==> config.mk <==
export PLATFORM = sky130hd
export DESIGN_NAME = pc_paged_unit
export DESIGN_NICKNAME = d
export VERILOG_FILES = /design/src/rtl/pc_pkg.sv /design/src/rtl/pc_event_sel.sv /design/src/rtl/pc_latch_reg.sv /design/src/rtl/pc_next_calc.sv /design/src/rtl/pc_paged_unit.sv
export SDC_FILE = /design/constraint.sdc
export NUM_CORES = 1
export LEC_CHECK = 0
export BUFFER_PORTS_ARGS = -buffer_cell sky130_fd_sc_hd__buf_2
export CORE_UTILIZATION = 45
export CTS_BUF_LIST = sky130_fd_sc_hd__clkbuf_16
export CTS_CLUSTER_DIAMETER = 60
export CTS_CLUSTER_SIZE = 16
export DETAILED_ROUTE_END_ITERATION = 7
export GPL_TIMING_DRIVEN = 0
export PLACE_DENSITY_LB_ADDON = 0.12
export SYNTH_ARGS = -nofsm -noshare
export SYNTH_HDL_FRONTEND = slang
export SYNTH_SLANG_ARGS = --single-unit
==> constraint.sdc <==
create_clock -name clk_i -period 3.4 [get_ports clk_i]
set_clock_uncertainty 0.1 [all_clocks]
set_input_delay 0.85 -clock clk_i [delete_from_list [all_inputs] [get_ports clk_i]]
set_output_delay 0.85 -clock clk_i [all_outputs]
set_load 0.05 [all_outputs]
==> src/rtl/pc_pkg.sv <==
package pc_pkg;
  localparam int PC_W    = 13;
  localparam int PCL_W   = 8;
  localparam int IMM_W   = 11;
  localparam int LATCH_W = PC_W - PCL_W;
  localparam int PAGE_W  = PC_W - IMM_W;

  typedef enum logic [2:0] {
    EV_HOLD,
    EV_INC,
    EV_LOW,
    EV_JUMP,
    EV_RET,
    EV_VEC
  } pc_ev_e;
endpackage

==> src/rtl/pc_event_sel.sv <==
module pc_event_sel
  import pc_pkg::*;
(
  input  logic   adv_i,
  input  logic   low_we_i,
  input  logic   jump_i,
  input  logic   ret_i,
  input  logic   vec_i,
  output pc_ev_e ev_o
);
  always_comb begin
    if (vec_i)         ev_o = EV_VEC;
    else if (ret_i)    ev_o = EV_RET;
    else if (jump_i)   ev_o = EV_JUMP;
    else if (low_we_i) ev_o = EV_LOW;
    else if (adv_i)    ev_o = EV_INC;
    else               ev_o = EV_HOLD;
  end
endmodule

==> src/rtl/pc_latch_reg.sv <==
module pc_latch_reg #(
  parameter int W = 5
) (
  input  logic         clk_i,
  input  logic         rst_ni,
  input  logic         we_i,
  input  logic [W-1:0] wdata_i,
  output logic [W-1:0] q_o
);
  always_ff @(posedge clk_i or negedge rst_ni) begin
    if (!rst_ni)   q_o <= '0;
    else if (we_i) q_o <= wdata_i;
  end
endmodule

==> src/rtl/pc_next_calc.sv <==
module pc_next_calc
  import pc_pkg::*;
#(
  parameter logic [PC_W-1:0] VEC_ADDR = 13'h0004
) (
  input  pc_ev_e             ev_i,
  input  logic [PC_W-1:0]    pc_q_i,
  input  logic [LATCH_W-1:0] latch_i,
  input  logic [PCL_W-1:0]   low_wdata_i,
  input  logic [IMM_W-1:0]   imm_i,
  input  logic [PC_W-1:0]    ret_addr_i,
  output logic [PC_W-1:0]    pc_d_o
);
  localparam logic [PC_W-1:0] ONE = {{(PC_W-1){1'b0}}, 1'b1};

  logic [PAGE_W-1:0] page_sel;
  // page bits are the top bits of the latch
  assign page_sel = latch_i[LATCH_W-1 -: PAGE_W];

  always_comb begin
    unique case (ev_i)
      EV_VEC:  pc_d_o = VEC_ADDR;
      EV_RET:  pc_d_o = ret_addr_i;
      EV_JUMP: pc_d_o = {page_sel, imm_i};
      EV_LOW:  pc_d_o = {latch_i, low_wdata_i};
      EV_INC:  pc_d_o = pc_q_i + ONE;
      default: pc_d_o = pc_q_i;
    endcase
  end
endmodule

==> src/rtl/pc_paged_unit.sv <==
module pc_paged_unit
  import pc_pkg::*;
#(
  parameter logic [PC_W-1:0] VEC_ADDR = 13'h0004
) (
  input  logic               clk_i,
  input  logic               rst_ni,
  input  logic               adv_i,
  input  logic               low_we_i,
  input  logic [PCL_W-1:0]   low_wdata_i,
  input  logic               jump_i,
  input  logic [IMM_W-1:0]   imm_i,
  input  logic               ret_i,
  input  logic [PC_W-1:0]    ret_addr_i,
  input  logic               vec_i,
  input  logic               latch_we_i,
  input  logic [LATCH_W-1:0] latch_wdata_i,
  output logic [PC_W-1:0]    pc_o,
  output logic [PCL_W-1:0]   pcl_o,
  output logic [LATCH_W-1:0] latch_o
);
  pc_ev_e          ev;
  logic [PC_W-1:0] pc_q, pc_d;

  pc_event_sel i_sel (
    .adv_i    (adv_i),
    .low_we_i (low_we_i),
    .jump_i   (jump_i),
    .ret_i    (ret_i),
    .vec_i    (vec_i),
    .ev_o     (ev)
  );

  pc_latch_reg #(.W(LATCH_W)) i_latch (
    .clk_i   (clk_i),
    .rst_ni  (rst_ni),
    .we_i    (latch_we_i),
    .wdata_i (latch_wdata_i),
    .q_o     (latch_o)
  );

  pc_next_calc #(.VEC_ADDR(VEC_ADDR)) i_next (
    .ev_i        (ev),
    .pc_q_i      (pc_q),
    .latch_i     (latch_o),
    .low_wdata_i (low_wdata_i),
    .imm_i       (imm_i),
    .ret_addr_i  (ret_addr_i),
    .pc_d_o      (pc_d)
  );

  always_ff @(posedge clk_i or negedge rst_ni) begin
    if (!rst_ni) pc_q <= '0;
    else         pc_q <= pc_d;
  end

  assign pc_o  = pc_q;
  assign pcl_o = pc_q[PCL_W-1:0];
endmodule

**After elaboration in Yosys (flattened, before gate mapping)**

Index checks and enable logic that the tools add are counted.

- Add/subtract/negate cells: 1
- Multiply operators: 0
- Div/mod/pow operators: 0
- Magnitude comparators: 0
- Eq/ne operators: 5
- Shifts and indexed selects: 0
- Multiplexer cells: 6
- Bitwise gates (word level): 0
- Reduce and logical (&&, ||, !) cells: 1

Operator list:

| operator | count |
|---|---|
| $pmux W13 S5 | 1 |
| $add A13 B1 Y13 const B | 1 |
| $mux W3 | 4 |
| $eq A3 B2 Y1 const B | 2 |
| $eq A3 B3 Y1 const B | 2 |
| $reduce_bool A5 Y1 | 1 |
| $eq A3 B1 Y1 const B | 1 |
| $mux W1 | 1 |

- Register bits after elaboration: 18
- Latch bits: 0
- Memory bits (writable): 0
- Memory bits (read-only): 0
- Input port bits: 45
- Output and inout bits: 26
- Logic and storage cells: 15
- Memories kept: 0

**Depth between registers and ports, before layout**

- Depth after elaboration: 7
- Mapped depth: 6
- Depth with buffers taken out: 5

**Cells and area by module**

A second synthesis with hierarchy kept.

- Cells, all modules: 156
- Area total of the unflattened synthesis: 1428.9 um^2

Modules (own cells, without submodules):

| module | instances | cells each | area each (um^2) | sequential area each (um^2) |
|---|---|---|---|---|
| pc_next_calc | 1 | 119 | 823.3 | 0.0 |
| pc_paged_unit | 1 | 21 | 385.4 | 325.3 |
| pc_latch_reg | 1 | 10 | 181.4 | 125.1 |
| pc_event_sel | 1 | 6 | 38.8 | 0.0 |

**Least setup slack after synthesis**

Ideal clock, no wire load.

- Path kind: register -> output
- Start point: register pc_q[3] (netlist: pc_o[3])
- End point: output pcl_o[3]
- Arrival time: 1001 ps
- Required time: 2450 ps
- Path slack: 1449 ps
- Cell stages (with the launch flop): 2
- Buffers on the path: 1
- Path through: dfrtp_1 buf_4

RTL lines:

| element | line | text |
|---|---|---|
| start: declaration | pc_paged_unit.sv:23 | `logic [PC_W-1:0] pc_q, pc_d;` |
| start signal: assignment | pc_paged_unit.sv:54 | `else pc_q <= pc_d;` |
| end: declaration | pc_paged_unit.sv:19 | `output logic [PCL_W-1:0] pcl_o,` |

No word-level cell between the ends.

**Final worst setup path**

- Start point: register pc_q[3] (netlist: pc_o[3])
- End point: output pcl_o[3]

No word-level cell between the ends.

==> impl_summary.log <==
[metrics] FMAX: 478 MHz
[metrics] number of H-tree levels: 1
[metrics] most area-consuming cells after synthesis: sky130_fd_sc_hd__dfrtp_1, sky130_fd_sc_hd__a222oi_1, sky130_fd_sc_hd__xor2_1
[metrics] number of setup violations in the final report: 0
[metrics] number of vias per cell: 5.47
[metrics] area growth from synthesis to layout: 41.6%
[metrics] max-slew violation count: 0
[metrics] Horiz. Die Dim: about 51 um
[metrics] Final Critical Period: 2.09 ns
[metrics] Setup Fix Bufs, Post-CTS: 0
[metrics] remaining max-slew budget at the tightest pin: 0.545
[metrics] cells after synthesis: ~110
[metrics] LEAKAGE: 0.000776 uW
[metrics] cell with the most instances after synthesis: sky130_fd_sc_hd__dfrtp_1
[metrics] post-synthesis average cell area: 10.4 um2
[metrics] TritonCTS clock tree: done
[metrics] classification of the worst-slack hold path: in -> async
[metrics] count of final hold-check violations: 0
[metrics] critical path type: reg -> out
[metrics] data required time of the critical path: 2.45 ns
[metrics] nature of the critical path endpoint: primary output
[metrics] I/O Pins: 71
[metrics] post-DP HPWL: 2.11 mm
[metrics] post-route DRC violation count: 0
[metrics] count of vias placed by the detailed router: approximately 1100
[metrics] final RePlAce weighted congestion: 0.780
[metrics] number of sinks on the clock net: 18
[metrics] FP Rows: 17
[metrics] top cell types by occurrence after synthesis: sky130_fd_sc_hd__dfrtp_1, sky130_fd_sc_hd__xor2_1, sky130_fd_sc_hd__a222oi_1, sky130_fd_sc_hd__buf_4, sky130_fd_sc_hd__o21ai_1
[metrics] sequential share of the synthesized area: 0.411
[metrics] Post-synth top flop: sky130_fd_sc_hd__dfrtp_1
[metrics] Std-Cell Core Area: 0.00225 mm2
[metrics] number of antenna violations at the first check in global routing: 0
[metrics] global-route wire length before repair: between 4 and 5 mm
[metrics] power density over the cells: around 450 mW/mm2
[metrics] VDD IR max: approximately 330 uV
[metrics] pin count of the biggest net entering global routing: 19
[metrics] top-area cell type share of the netlist area: 0.411
[metrics] final-stage net count: about 230
[metrics] GRT Residual Overflow: 0
[metrics] post-cts sizing count: 0
[metrics] clock slew at reported path FFs: 0.05 ns
[metrics] R2R Path Start: pc_o[0]$_DFFE_PN0P_
[metrics] wire length after detailed routing: 2.93 mm
[metrics] number of enable-type register cells in the synthesized netlist: 0
[metrics] non-filler instance count after layout: 205
[metrics] iteration-0 DRC count of the detailed router: 33
[metrics] height of the die: 51.3 um
[metrics] total global-route track usage: 0.243
[metrics] total negative setup slack: 0 ns
[metrics] post-synth top area cell: sky130_fd_sc_hd__dfrtp_1
[metrics] Inserted Clock Buffers: 3
[metrics] count of unique library cells instantiated by Yosys: 28
[metrics] root buffer cell: sky130_fd_sc_hd__clkbuf_16
[metrics] via count of the first global-routing pass: approximately 1100
[metrics] end of the worst register-to-register path: pc_o[12]$_DFFE_PN0P_
[metrics] total number of yosys warnings: 0
[metrics] cell area after technology mapping: 0.00109 mm2
[metrics] ratio of final minimum period to clock period: 0.615
[metrics] remaining antenna violation count: 0
[metrics] reg-to-reg slack, setup: 1.80 ns
[metrics] effective utilization at floorplan: 0.486
[metrics] antenna diode count: 0
[metrics] worst-margin pin slew: just under 0.7 ns
[metrics] detail-routed net length per standard cell: 14.3 um
[metrics] latest clock arrival within the worst-skew pair: 0.25 ns
[metrics] first-pass detailed-route iteration total: 5
[metrics] arrival time of data at the critical path endpoint: between 1 and 1.5 ns
[metrics] die area: ~0.0026 mm2
[metrics] Max FO, Critical Path: 8
[metrics] count of input and output buffers: 69
[metrics] result of the run: finished, final reports clean
[metrics] logic depth of the worst register-to-register path: 6
[metrics] maximum number of buffers from clock root to sink: 2
[metrics] quantity of hold-fixing buffers added after cts: 0
[metrics] Setup crit start kind: register
[metrics] number of cells in the design after placement: 202
[metrics] share of cells above drive strength 1: 0.525
[metrics] Synth async-reset ratio: 1.00
[metrics] flip-flop and latch count after synthesis: 18
[metrics] number of max-cap violations: 0
[metrics] post-synthesis net count: 151
[metrics] RSZ-0062 raised after global routing: no
-- state kept, by name (all words and copies together) (netlist names) --
signal	count
pc_o	13
i_latch.q_o	5
-- cells in the final DEF, fill, tap and decap left out --
cell type,count
sky130_fd_sc_hd__buf_2,72
sky130_fd_sc_hd__o21ai_1,8
sky130_fd_sc_hd__o22ai_1,2
sky130_fd_sc_hd__buf_4,8
sky130_fd_sc_hd__clkbuf_16,3
sky130_fd_sc_hd__or4_4,1
sky130_fd_sc_hd__nor2_1,2
sky130_fd_sc_hd__and4_1,3
sky130_fd_sc_hd__dfrtp_1,18
sky130_fd_sc_hd__nor2b_1,1
sky130_fd_sc_hd__a21oi_1,2
sky130_fd_sc_hd__mux2i_1,1
sky130_fd_sc_hd__a221o_1,2
sky130_fd_sc_hd__clkbuf_1,2
sky130_fd_sc_hd__a222oi_1,8
sky130_fd_sc_hd__nor3b_2,1
sky130_fd_sc_hd__nand3_1,4
sky130_fd_sc_hd__xnor2_1,3
sky130_fd_sc_hd__mux2_2,5
sky130_fd_sc_hd__a211oi_1,1
sky130_fd_sc_hd__xor2_1,9
sky130_fd_sc_hd__nand4_1,4
sky130_fd_sc_hd__and3_1,1
sky130_fd_sc_hd__nand2_1,5
sky130_fd_sc_hd__buf_6,2
sky130_fd_sc_hd__ha_1,1
sky130_fd_sc_hd__nor4b_2,1
sky130_fd_sc_hd__o21ai_0,6
sky130_fd_sc_hd__and2_1,1
-- worst max-delay path: stages, from the launching register on --
cell                      delay [ns]
sky130_fd_sc_hd__dfrtp_1        0.49
sky130_fd_sc_hd__buf_4          0.16
sky130_fd_sc_hd__buf_2          0.24
-- kinds of logic after synthesis --
group / Yosys count / synth area share
xor+xnor: 12 / 0.0960
mux: 6 / 0.0606
simple gates: 24 / 0.142
compound gates: 29 / 0.183
fa+ha+maj: 1 / 0.0114
flops: 18 / 0.411
buf+inv: 15 / 0.0960
-- per-layer routing --
| metal | up-vias | share of wire | global-route usage |
|---|---|---|---|
| li1 | 538 | - | - |
| met1 | 525 | 0.39 | 0.256 |
| met3 | 5 | 0.075 | 0.0327 |
| met4 | 0 | 0.015 | 0.113 |
| met5 | - | 0 | 0 |
| met2 | 54 | 0.52 | 0.467 |
-- where the power goes --
part / internal (uW) / leakage [uW] / switching, uW / total [uW]
sequential: 232 / 0.000226 / 19.8 / 252
combinational: 70.6 / 0.000514 / 140 / 210
clock: 155 / 0.0000370 / 81.8 / 237
-- worst max path at each step --
stage	start	slack, ns	end
after floorplan	pc_o[3]$_DFFE_PN0P_	1.45	pcl_o[3]
after global placement	vec_i	1.30	pc_o[3]$_DFFE_PN0P_
after detailed placement	vec_i	1.28	pc_o[0]$_DFFE_PN0P_
after CTS	pc_o[3]$_DFFE_PN0P_	1.30	pcl_o[3]
after global routing	pc_o[3]$_DFFE_PN0P_	1.24	pcl_o[3]
final	pc_o[3]$_DFFE_PN0P_	1.31	pcl_o[3]
-- final cells by class --
class | instances | area, um2
Buffer | 15 | 105
Fill cell | 202 | 704
Clock buffer | 3 | 75.1
Multi-Input combinational cell | 72 | 539
Tap cell | 28 | 35.0
Sequential cell | 18 | 450
Timing Repair Buffer | 69 | 345
-- metrics by stage --
step | cell area [um2] | utilization | power (uW) | hold slack (ns) | setup WS [ns]
2_1_floorplan | 1090 | - | 398 | 0.454 | 1.45
3_3_place_gp | 1480 | 0.654 | 462 | 0.409 | 1.30
3_5_place_dp | 1480 | 0.654 | 466 | 0.417 | 1.28
4_1_cts | 1550 | 0.688 | 705 | 0.434 | 1.30
5_1_grt | 1550 | 0.688 | 725 | 0.456 | 1.24
6_report | 1550 | 0.688 | 699 | 0.428 | 1.31
(Power assumes the default switching activity.)
